`config.mk`:
```
export PLATFORM = sky130hd
export DESIGN_NAME = amc_ctrl
export DESIGN_NICKNAME = d
export VERILOG_FILES = /design/src/rtl/amc_pkg.sv /design/src/rtl/amc_wait_sync.sv /design/src/rtl/amc_seq.sv /design/src/rtl/amc_pin_decode.sv /design/src/rtl/amc_ctrl.sv
export SDC_FILE = /design/constraint.sdc
export NUM_CORES = 1
export LEC_CHECK = 0
export ABC_CLOCK_PERIOD_IN_PS = 2400
export BUFFER_PORTS_ARGS = -buffer_cell sky130_fd_sc_hd__buf_2
export CAP_MARGIN = 20
export CORE_MARGIN = 2
export CORE_UTILIZATION = 30
export CTS_CLUSTER_DIAMETER = 200
export DETAILED_ROUTE_END_ITERATION = 8
export HOLD_SLACK_MARGIN = 0.03
export RECOVER_POWER = 25
export SLEW_MARGIN = 15
export SYNTH_ARGS = -nofsm -noshare
export SYNTH_HDL_FRONTEND = slang
export SYNTH_SLANG_ARGS = --single-unit
```
`constraint.sdc`:
```
create_clock -name clk -period 2.4 [get_ports clk]
set_input_delay 0.24 -clock clk [delete_from_list [all_inputs] [get_ports clk]]
set_output_delay 0.24 -clock clk [all_outputs]
set_load 0.005 [all_outputs]
```
`src/rtl/amc_pkg.sv`:
```
package amc_pkg;

    typedef enum logic [2:0] {
        PH_IDLE   = 3'd0,
        PH_SETUP  = 3'd1,
        PH_STROBE = 3'd2,
        PH_XWAIT  = 3'd3,
        PH_HOLD   = 3'd4,
        PH_TURN   = 3'd5
    } amc_phase_e;

endpackage

```
`src/rtl/amc_wait_sync.sv`:
```
module amc_wait_sync #(
    parameter int STAGES = 2
) (
    input  logic clk,
    input  logic rst_n,
    input  logic async_in,
    output logic sync_out
);

    logic [STAGES-1:0] sync_d, sync_q;

    always_comb begin
        sync_d = {sync_q[STAGES-2:0], async_in};
    end

    always_ff @(posedge clk or negedge rst_n) begin
        if (!rst_n) sync_q <= '0;
        else        sync_q <= sync_d;
    end

    assign sync_out = sync_q[STAGES-1];

endmodule

```
`src/rtl/amc_seq.sv`:
```
module amc_seq
    import amc_pkg::*;
#(
    parameter int ADDR_W = 24,
    parameter int DATA_W = 32,
    parameter int BE_W   = DATA_W / 8,
    parameter int CNT_W  = 4
) (
    input  logic              clk,
    input  logic              rst_n,
    input  logic              req_valid,
    input  logic              req_write,
    input  logic [ADDR_W-1:0] req_addr,
    input  logic [BE_W-1:0]   req_be,
    input  logic [DATA_W-1:0] req_wdata,
    input  logic [CNT_W-1:0]  cfg_setup,
    input  logic [CNT_W-1:0]  cfg_strobe,
    input  logic [CNT_W-1:0]  cfg_hold,
    input  logic [CNT_W-1:0]  cfg_turn,
    input  logic              cfg_sel_strobe,
    input  logic              cfg_wait_en,
    input  logic              wait_s,
    input  logic [DATA_W-1:0] dq_i,
    output logic              req_ready,
    output amc_phase_e        phase,
    output logic              acc_write,
    output logic              acc_sel,
    output logic [ADDR_W-1:0] acc_addr,
    output logic [BE_W-1:0]   acc_be,
    output logic [DATA_W-1:0] acc_wdata,
    output logic              rsp_valid,
    output logic [DATA_W-1:0] rsp_rdata
);

    typedef struct packed {
        amc_phase_e        ph;
        logic [CNT_W-1:0]  cnt;
        logic              wr;
        logic              sel;
        logic              wen;
        logic [CNT_W-1:0]  len_strobe;
        logic [CNT_W-1:0]  len_hold;
        logic [CNT_W-1:0]  len_turn;
        logic [ADDR_W-1:0] addr;
        logic [BE_W-1:0]   be;
        logic [DATA_W-1:0] wdata;
        logic [DATA_W-1:0] rdata;
        logic              rsp;
    } seq_state_t;

    seq_state_t st_d, st_q;

    // Counter preload: a zero length behaves as one cycle.
    function automatic logic [CNT_W-1:0] preload(input logic [CNT_W-1:0] len);
        return (len == '0) ? '0 : len - CNT_W'(1);
    endfunction

    logic last_cyc;
    logic end_strobe;

    always_comb begin
        st_d       = st_q;
        st_d.rsp   = 1'b0;
        last_cyc   = (st_q.cnt == '0);
        end_strobe = 1'b0;

        unique case (st_q.ph)
            PH_IDLE: begin
                if (req_valid) begin
                    st_d.ph         = PH_SETUP;
                    st_d.cnt        = preload(cfg_setup);
                    st_d.wr         = req_write;
                    st_d.sel        = cfg_sel_strobe;
                    st_d.wen        = cfg_wait_en;
                    st_d.len_strobe = cfg_strobe;
                    st_d.len_hold   = cfg_hold;
                    st_d.len_turn   = cfg_turn;
                    st_d.addr       = req_addr;
                    st_d.be         = req_be;
                    st_d.wdata      = req_wdata;
                end
            end
            PH_SETUP: begin
                if (last_cyc) begin
                    st_d.ph  = PH_STROBE;
                    st_d.cnt = preload(st_q.len_strobe);
                end else begin
                    st_d.cnt = st_q.cnt - CNT_W'(1);
                end
            end
            PH_STROBE: begin
                if (last_cyc) begin
                    if (st_q.wen && wait_s) st_d.ph = PH_XWAIT;
                    else                    end_strobe = 1'b1;
                end else begin
                    st_d.cnt = st_q.cnt - CNT_W'(1);
                end
            end
            PH_XWAIT: begin
                if (!wait_s) end_strobe = 1'b1;
            end
            PH_HOLD: begin
                if (last_cyc) begin
                    if (st_q.wr) begin
                        st_d.ph  = PH_IDLE;
                        st_d.rsp = 1'b1;
                    end else begin
                        st_d.ph  = PH_TURN;
                        st_d.cnt = preload(st_q.len_turn);
                    end
                end else begin
                    st_d.cnt = st_q.cnt - CNT_W'(1);
                end
            end
            PH_TURN: begin
                if (last_cyc) st_d.ph = PH_IDLE;
                else          st_d.cnt = st_q.cnt - CNT_W'(1);
            end
            default: st_d.ph = PH_IDLE;
        endcase

        if (end_strobe) begin
            st_d.ph  = PH_HOLD;
            st_d.cnt = preload(st_q.len_hold);
            if (!st_q.wr) begin
                st_d.rdata = dq_i;
                st_d.rsp   = 1'b1;
            end
        end
    end

    always_ff @(posedge clk or negedge rst_n) begin
        if (!rst_n) begin
            st_q    <= '0;
            st_q.ph <= PH_IDLE;
        end else begin
            st_q <= st_d;
        end
    end

    assign req_ready = (st_q.ph == PH_IDLE);
    assign phase     = st_q.ph;
    assign acc_write = st_q.wr;
    assign acc_sel   = st_q.sel;
    assign acc_addr  = st_q.addr;
    assign acc_be    = st_q.be;
    assign acc_wdata = st_q.wdata;
    assign rsp_valid = st_q.rsp;
    assign rsp_rdata = st_q.rdata;

    // A second consecutive extended cycle needs the synchronized wait seen high.
    p_wait_hold_r9: assert property (@(posedge clk) disable iff (!rst_n)
        (st_q.ph == PH_XWAIT && $past(st_q.ph) == PH_XWAIT) |-> $past(wait_s));

    p_wait_off_r10: assert property (@(posedge clk) disable iff (!rst_n)
        (st_q.ph == PH_XWAIT) |-> st_q.wen);

endmodule

```
`src/rtl/amc_pin_decode.sv`:
```
module amc_pin_decode
    import amc_pkg::*;
#(
    parameter int ADDR_W = 24,
    parameter int DATA_W = 32,
    parameter int BE_W   = DATA_W / 8
) (
    input  amc_phase_e        phase,
    input  logic              acc_write,
    input  logic              acc_sel,
    input  logic [ADDR_W-1:0] acc_addr,
    input  logic [BE_W-1:0]   acc_be,
    input  logic [DATA_W-1:0] acc_wdata,
    output logic              mem_cs_n,
    output logic [BE_W-1:0]   mem_be_n,
    output logic [ADDR_W-1:0] mem_addr,
    output logic [DATA_W-1:0] mem_dq_o,
    output logic              mem_dq_oe,
    output logic              mem_oe_n,
    output logic              mem_we_n,
    output logic              mem_rnw
);

    logic in_strobe;
    logic in_access;

    always_comb begin
        in_strobe = (phase == PH_STROBE) || (phase == PH_XWAIT);
        in_access = (phase == PH_SETUP) || in_strobe || (phase == PH_HOLD);

        mem_cs_n  = acc_sel ? !in_strobe : !in_access;
        mem_be_n  = (acc_sel ? in_access : in_strobe) ? ~acc_be : '1;
        mem_oe_n  = !(in_strobe && !acc_write);
        mem_we_n  = !(in_strobe && acc_write);
        mem_rnw   = !(in_access && acc_write);
        mem_dq_oe = in_access && acc_write;
        mem_dq_o  = acc_wdata;
        mem_addr  = acc_addr;
    end

endmodule

```
`src/rtl/amc_ctrl.sv`:
```
module amc_ctrl
    import amc_pkg::*;
#(
    parameter int ADDR_W      = 24,
    parameter int DATA_W      = 32,
    parameter int CNT_W       = 4,
    parameter int SYNC_STAGES = 2,
    localparam int BE_W       = DATA_W / 8
) (
    input  logic              clk,
    input  logic              rst_n,
    input  logic              req_valid,
    input  logic              req_write,
    input  logic [ADDR_W-1:0] req_addr,
    input  logic [BE_W-1:0]   req_be,
    input  logic [DATA_W-1:0] req_wdata,
    output logic              req_ready,
    output logic              rsp_valid,
    output logic [DATA_W-1:0] rsp_rdata,
    input  logic [CNT_W-1:0]  cfg_setup,
    input  logic [CNT_W-1:0]  cfg_strobe,
    input  logic [CNT_W-1:0]  cfg_hold,
    input  logic [CNT_W-1:0]  cfg_turn,
    input  logic              cfg_sel_strobe,
    input  logic              cfg_wait_en,
    output logic              mem_cs_n,
    output logic [BE_W-1:0]   mem_be_n,
    output logic [ADDR_W-1:0] mem_addr,
    output logic [DATA_W-1:0] mem_dq_o,
    output logic              mem_dq_oe,
    input  logic [DATA_W-1:0] mem_dq_i,
    output logic              mem_oe_n,
    output logic              mem_we_n,
    output logic              mem_rnw,
    input  logic              mem_wait
);

    logic              wait_s;
    amc_phase_e        phase;
    logic              acc_write;
    logic              acc_sel;
    logic [ADDR_W-1:0] acc_addr;
    logic [BE_W-1:0]   acc_be;
    logic [DATA_W-1:0] acc_wdata;

    amc_wait_sync #(
        .STAGES (SYNC_STAGES)
    ) i_wait_sync (
        .clk      (clk),
        .rst_n    (rst_n),
        .async_in (mem_wait),
        .sync_out (wait_s)
    );

    amc_seq #(
        .ADDR_W (ADDR_W),
        .DATA_W (DATA_W),
        .BE_W   (BE_W),
        .CNT_W  (CNT_W)
    ) i_seq (
        .clk            (clk),
        .rst_n          (rst_n),
        .req_valid      (req_valid),
        .req_write      (req_write),
        .req_addr       (req_addr),
        .req_be         (req_be),
        .req_wdata      (req_wdata),
        .cfg_setup      (cfg_setup),
        .cfg_strobe     (cfg_strobe),
        .cfg_hold       (cfg_hold),
        .cfg_turn       (cfg_turn),
        .cfg_sel_strobe (cfg_sel_strobe),
        .cfg_wait_en    (cfg_wait_en),
        .wait_s         (wait_s),
        .dq_i           (mem_dq_i),
        .req_ready      (req_ready),
        .phase          (phase),
        .acc_write      (acc_write),
        .acc_sel        (acc_sel),
        .acc_addr       (acc_addr),
        .acc_be         (acc_be),
        .acc_wdata      (acc_wdata),
        .rsp_valid      (rsp_valid),
        .rsp_rdata      (rsp_rdata)
    );

    amc_pin_decode #(
        .ADDR_W (ADDR_W),
        .DATA_W (DATA_W),
        .BE_W   (BE_W)
    ) i_pins (
        .phase     (phase),
        .acc_write (acc_write),
        .acc_sel   (acc_sel),
        .acc_addr  (acc_addr),
        .acc_be    (acc_be),
        .acc_wdata (acc_wdata),
        .mem_cs_n  (mem_cs_n),
        .mem_be_n  (mem_be_n),
        .mem_addr  (mem_addr),
        .mem_dq_o  (mem_dq_o),
        .mem_dq_oe (mem_dq_oe),
        .mem_oe_n  (mem_oe_n),
        .mem_we_n  (mem_we_n),
        .mem_rnw   (mem_rnw)
    );

    p_oe_read_r4: assert property (@(posedge clk) disable iff (!rst_n)
        !mem_oe_n |-> mem_rnw);

    p_strobe_excl_r4: assert property (@(posedge clk) disable iff (!rst_n)
        !(!mem_oe_n && !mem_we_n));

    p_dq_write_r5: assert property (@(posedge clk) disable iff (!rst_n)
        mem_dq_oe |-> !mem_rnw);

    p_rsp_pulse_r8: assert property (@(posedge clk) disable iff (!rst_n)
        rsp_valid |=> !rsp_valid);

    p_ready_quiet_r11: assert property (@(posedge clk) disable iff (!rst_n)
        req_ready |-> (mem_cs_n && !mem_dq_oe && mem_oe_n && mem_we_n));

endmodule

```
==> results by group <==
STA
  • Clock Skew: 12.2 ps
  • Crit share post-route: 0.931
  • Max-slew headroom: -0.0774
  • Final Hold Viols: 0
  • Tightest Pin Transition: 1620 ps
  • Fmax: between 400 and 500 MHz
  • Hold Slack: 46.8 ps
  • RSZ-0062 raised after global routing: false
  • Fin. max-slew vios: 28
  • Min cycle time layout: approximately 2200 ps
  • Final Setup Violations: 0
  • Final setup TNS: 0 ps

Route
  • Post-route antenna net violation count: 0
  • Vias: 3941
  • Post-route DRC violation count: 0
  • Drt pass-1 iters: 4
  • Initial DRC count: 101
  • Vias per cell: 4.34
  • Total Routed Length: 12400 um
  • Routed WL per cell: 13.7 um

Clock tree
  • Worst-case clock buffer depth: 2
  • Clock-pin slew on the worst setup and hold paths: 50 ps
  • Htree depth: 4
  • CTS tree: done
  • Clock Latency Late Sink: 410 ps
  • Setup Fix Bufs, Post-CTS: 0
  • CTS root buf: clkbuf_16
  • Number of CTS-inserted buffers: 17
  • # clock sinks: between 100 and 150

Layout
  • Fillers: 1831
  • Number of diodes: 0
  • Most common cell after layout, fill and taps aside: buf_2
  • Share of cells above drive strength 1: 0.506
  • Synth-to-layout area growth: 27.6%
  • FF+latch area: 2930 um2
  • Most frequent cells in the layout: 212 x buf_2, 116 x dfrtp_1, 67 x mux2_2, 35 x mux2_1, 19 x dlygate4sd3_1
  • Area of the multi-input gates: around 2100 um2
  • Final #Nets: 757

Global routing
  • Initial antenna violation count: 0
  • First-pass GRT wire length: 19800 um
  • Vias in the first global route: ~3900
  • Gr usage total: 0.124
  • Largest net degree at the start of global routing: 48
  • Global route total overflow: 0

Logic synthesis
  • Post-synth EDFFs: 0
  • Syn avg cell area: 12.1 um2
  • Post-Syn Area: 5800 um2
  • Syn_nets: 602
  • Ys async rst share: 1.00
  • Yosys synthesis warning count: 0
  • Count of mapped cells out of synthesis: 480
  • Primary FF master, synth: dfrtp_1
  • Sequential area share after synthesis: 0.505
  • Number of distinct library cells after synthesis: about 50
  • Post-synthesis register bit count: between 100 and 150

Place
  • DPL Wire Length: 8920 um
  • Placer Congestion: 0.774
  • Number of port buffers: approximately 210

Setup path
  • Worst stage delay on the critical path: 530 ps
  • CP delay by family, top: simple AND/OR/NAND/NOR gates
  • CP startpoint kind: flip-flop
  • Slowest CP cell: or3b_1
  • CP required: 2160 ps
  • Crit path buffers/inverters: 1
  • Crit path max fanout: 15
  • Worst path cell trace: or3b_1 -> o22ai_2 -> nand2_1 -> buf_2
  • WS Path Type: flip-flop to primary output
  • Critical path arrival: ~2000 ps
  • Critical path endpoint category: primary output

Die
  • Die area: 20500 um2
  • Boundary pin count: 214
  • Die Height: 143 um
  • Initial Utilization: 0.308
  • Die Wd: ~140 um
  • # rows: 50
  • Placeable core area: 18800 um2

Run
  • Number of max-cap violations: 1

Power and ir drop
  • Peak supply drop: 0.000712 V
  • Static Leak: 3.45 nW
  • PD cells: approximately 1400 nW/um2

Run status
  • Status: finished with violations
  • Failing checks: max-capacitance violations, max-slew violations

Hold path
  • Hold Crit Class: input pin to flip-flop
[area by class of cell]
type                            instances  area share
Clock inverter                          8      0.0194
Inverter                               16     0.00811
Timing Repair Buffer                  245       0.189
Sequential cell                       117       0.396
Multi-Input combinational cell        238       0.277
Tap cell                              260      0.0439
Clock buffer                           24      0.0664
[power breakdown]
| group | internal [mW] | switching (mW) |
|---|---|---|
| Clock | 1.85 | 0.872 |
| Sequential | 2.98 | 0.626 |
| Combinational | 2.12 | 1.72 |
[cells by family (layout without fill, tap and decap cells)]
| kind of cell | count (synthesis) | in the layout | share of synthesized area |
|---|---|---|---|
| buffers and inverters | 125 | 293 | 0.144 |
| muxes | 104 | 104 | 0.201 |
| DFF | 117 | 117 | 0.505 |
| AOI/OAI and AO/OA | 57 | 57 | 0.0666 |
| xor gates and xnor gates | 3 | 3 | 0.00453 |
| adders and majority gates | 7 | 7 | 0.0151 |
| and+or+nand+nor | 67 | 67 | 0.0638 |
[per-stage QoR]
step | cell area [um2] | power, mW | cells | utilization | worst slack [ps]
after floorplan | 5800 | 6.89 | 480 | - | 292
after global placement | 6570 | 7.42 | 857 | 0.349 | 269
after detailed placement | 6570 | 7.49 | 857 | 0.349 | 252
after CTS | 7410 | 10.3 | 908 | 0.393 | 20.5
after global routing | 7400 | 10.9 | 908 | 0.393 | 56.0
final | 7400 | 10.2 | 908 | 0.393 | 165
[sequential cells by signal, summed over array words and instances, names as in the netlist]
name                flops
i_seq.acc_wdata        32
i_seq.rsp_rdata        32
i_seq.acc_addr         24
i_seq.st_q             17
i_seq.acc_be            4
i_seq.phase             3
i_wait_sync.sync_q      2
i_seq.acc_sel           1
i_seq.acc_write         1
i_seq.rsp_valid         1
[path summary, 6_finish.rpt]
check	start	endpoint	slack [ps]	cells after the start
worst min register to register	i_wait_sync.sync_q[0]	i_wait_sync.sync_q[1]	350	0
worst min-delay path	cfg_strobe[0]	i_seq.st_q[101]	50	3
min in group asynchronous	rst_n	i_seq.acc_addr[14]	780	2
worst max register to register	i_seq.st_q[108]	i_seq.st_q[108]	210	7
max in group asynchronous	rst_n	i_seq.phase[2]	520	3
worst max-delay path	i_seq.phase[2]	mem_be_n[3]	170	4
[cells in the mapped netlist (4+ instances only)]
master    number  share of area
dfrtp_1      117           0.50
buf_4         88           0.11
mux2_2        67           0.13
mux2_1        35          0.068
nand2_1       17          0.011
o21ai_0       17          0.015
inv_1         16          0.010
nor3_1        12          0.010
a21oi_1       11         0.0095
buf_2         11         0.0095
nor2_1         8         0.0052
clkbuf_1       7         0.0045
ha_1           7          0.015
nand2b_1       4         0.0043
nand3b_1       4         0.0052
nor2b_1        4         0.0043
o31ai_1        4         0.0052
[tightest hold or removal path: cells and delay by family]
family                 cells  cell delay, ps
and+or+nand+nor            1              40
AOI/OAI and AO/OA          1              60
buffers and inverters      1              80
[routing by layer]
metal  vias to the layer above  global-route usage  wire length (um)
met5                         -                   0                 0
met4                         0              0.0490               190
met3                        11              0.0453               869
met2                       147               0.197              5870
met1                      1887               0.153              5490
li1                       1896                   -                 -
[what timing repair did]
action	in CTS	in global routing
setup endpoints to repair	4	4
hold endpoints to repair	43	0
resized for setup	1	1
hold buffers	19	0
(Power assumes the default switching activity.)
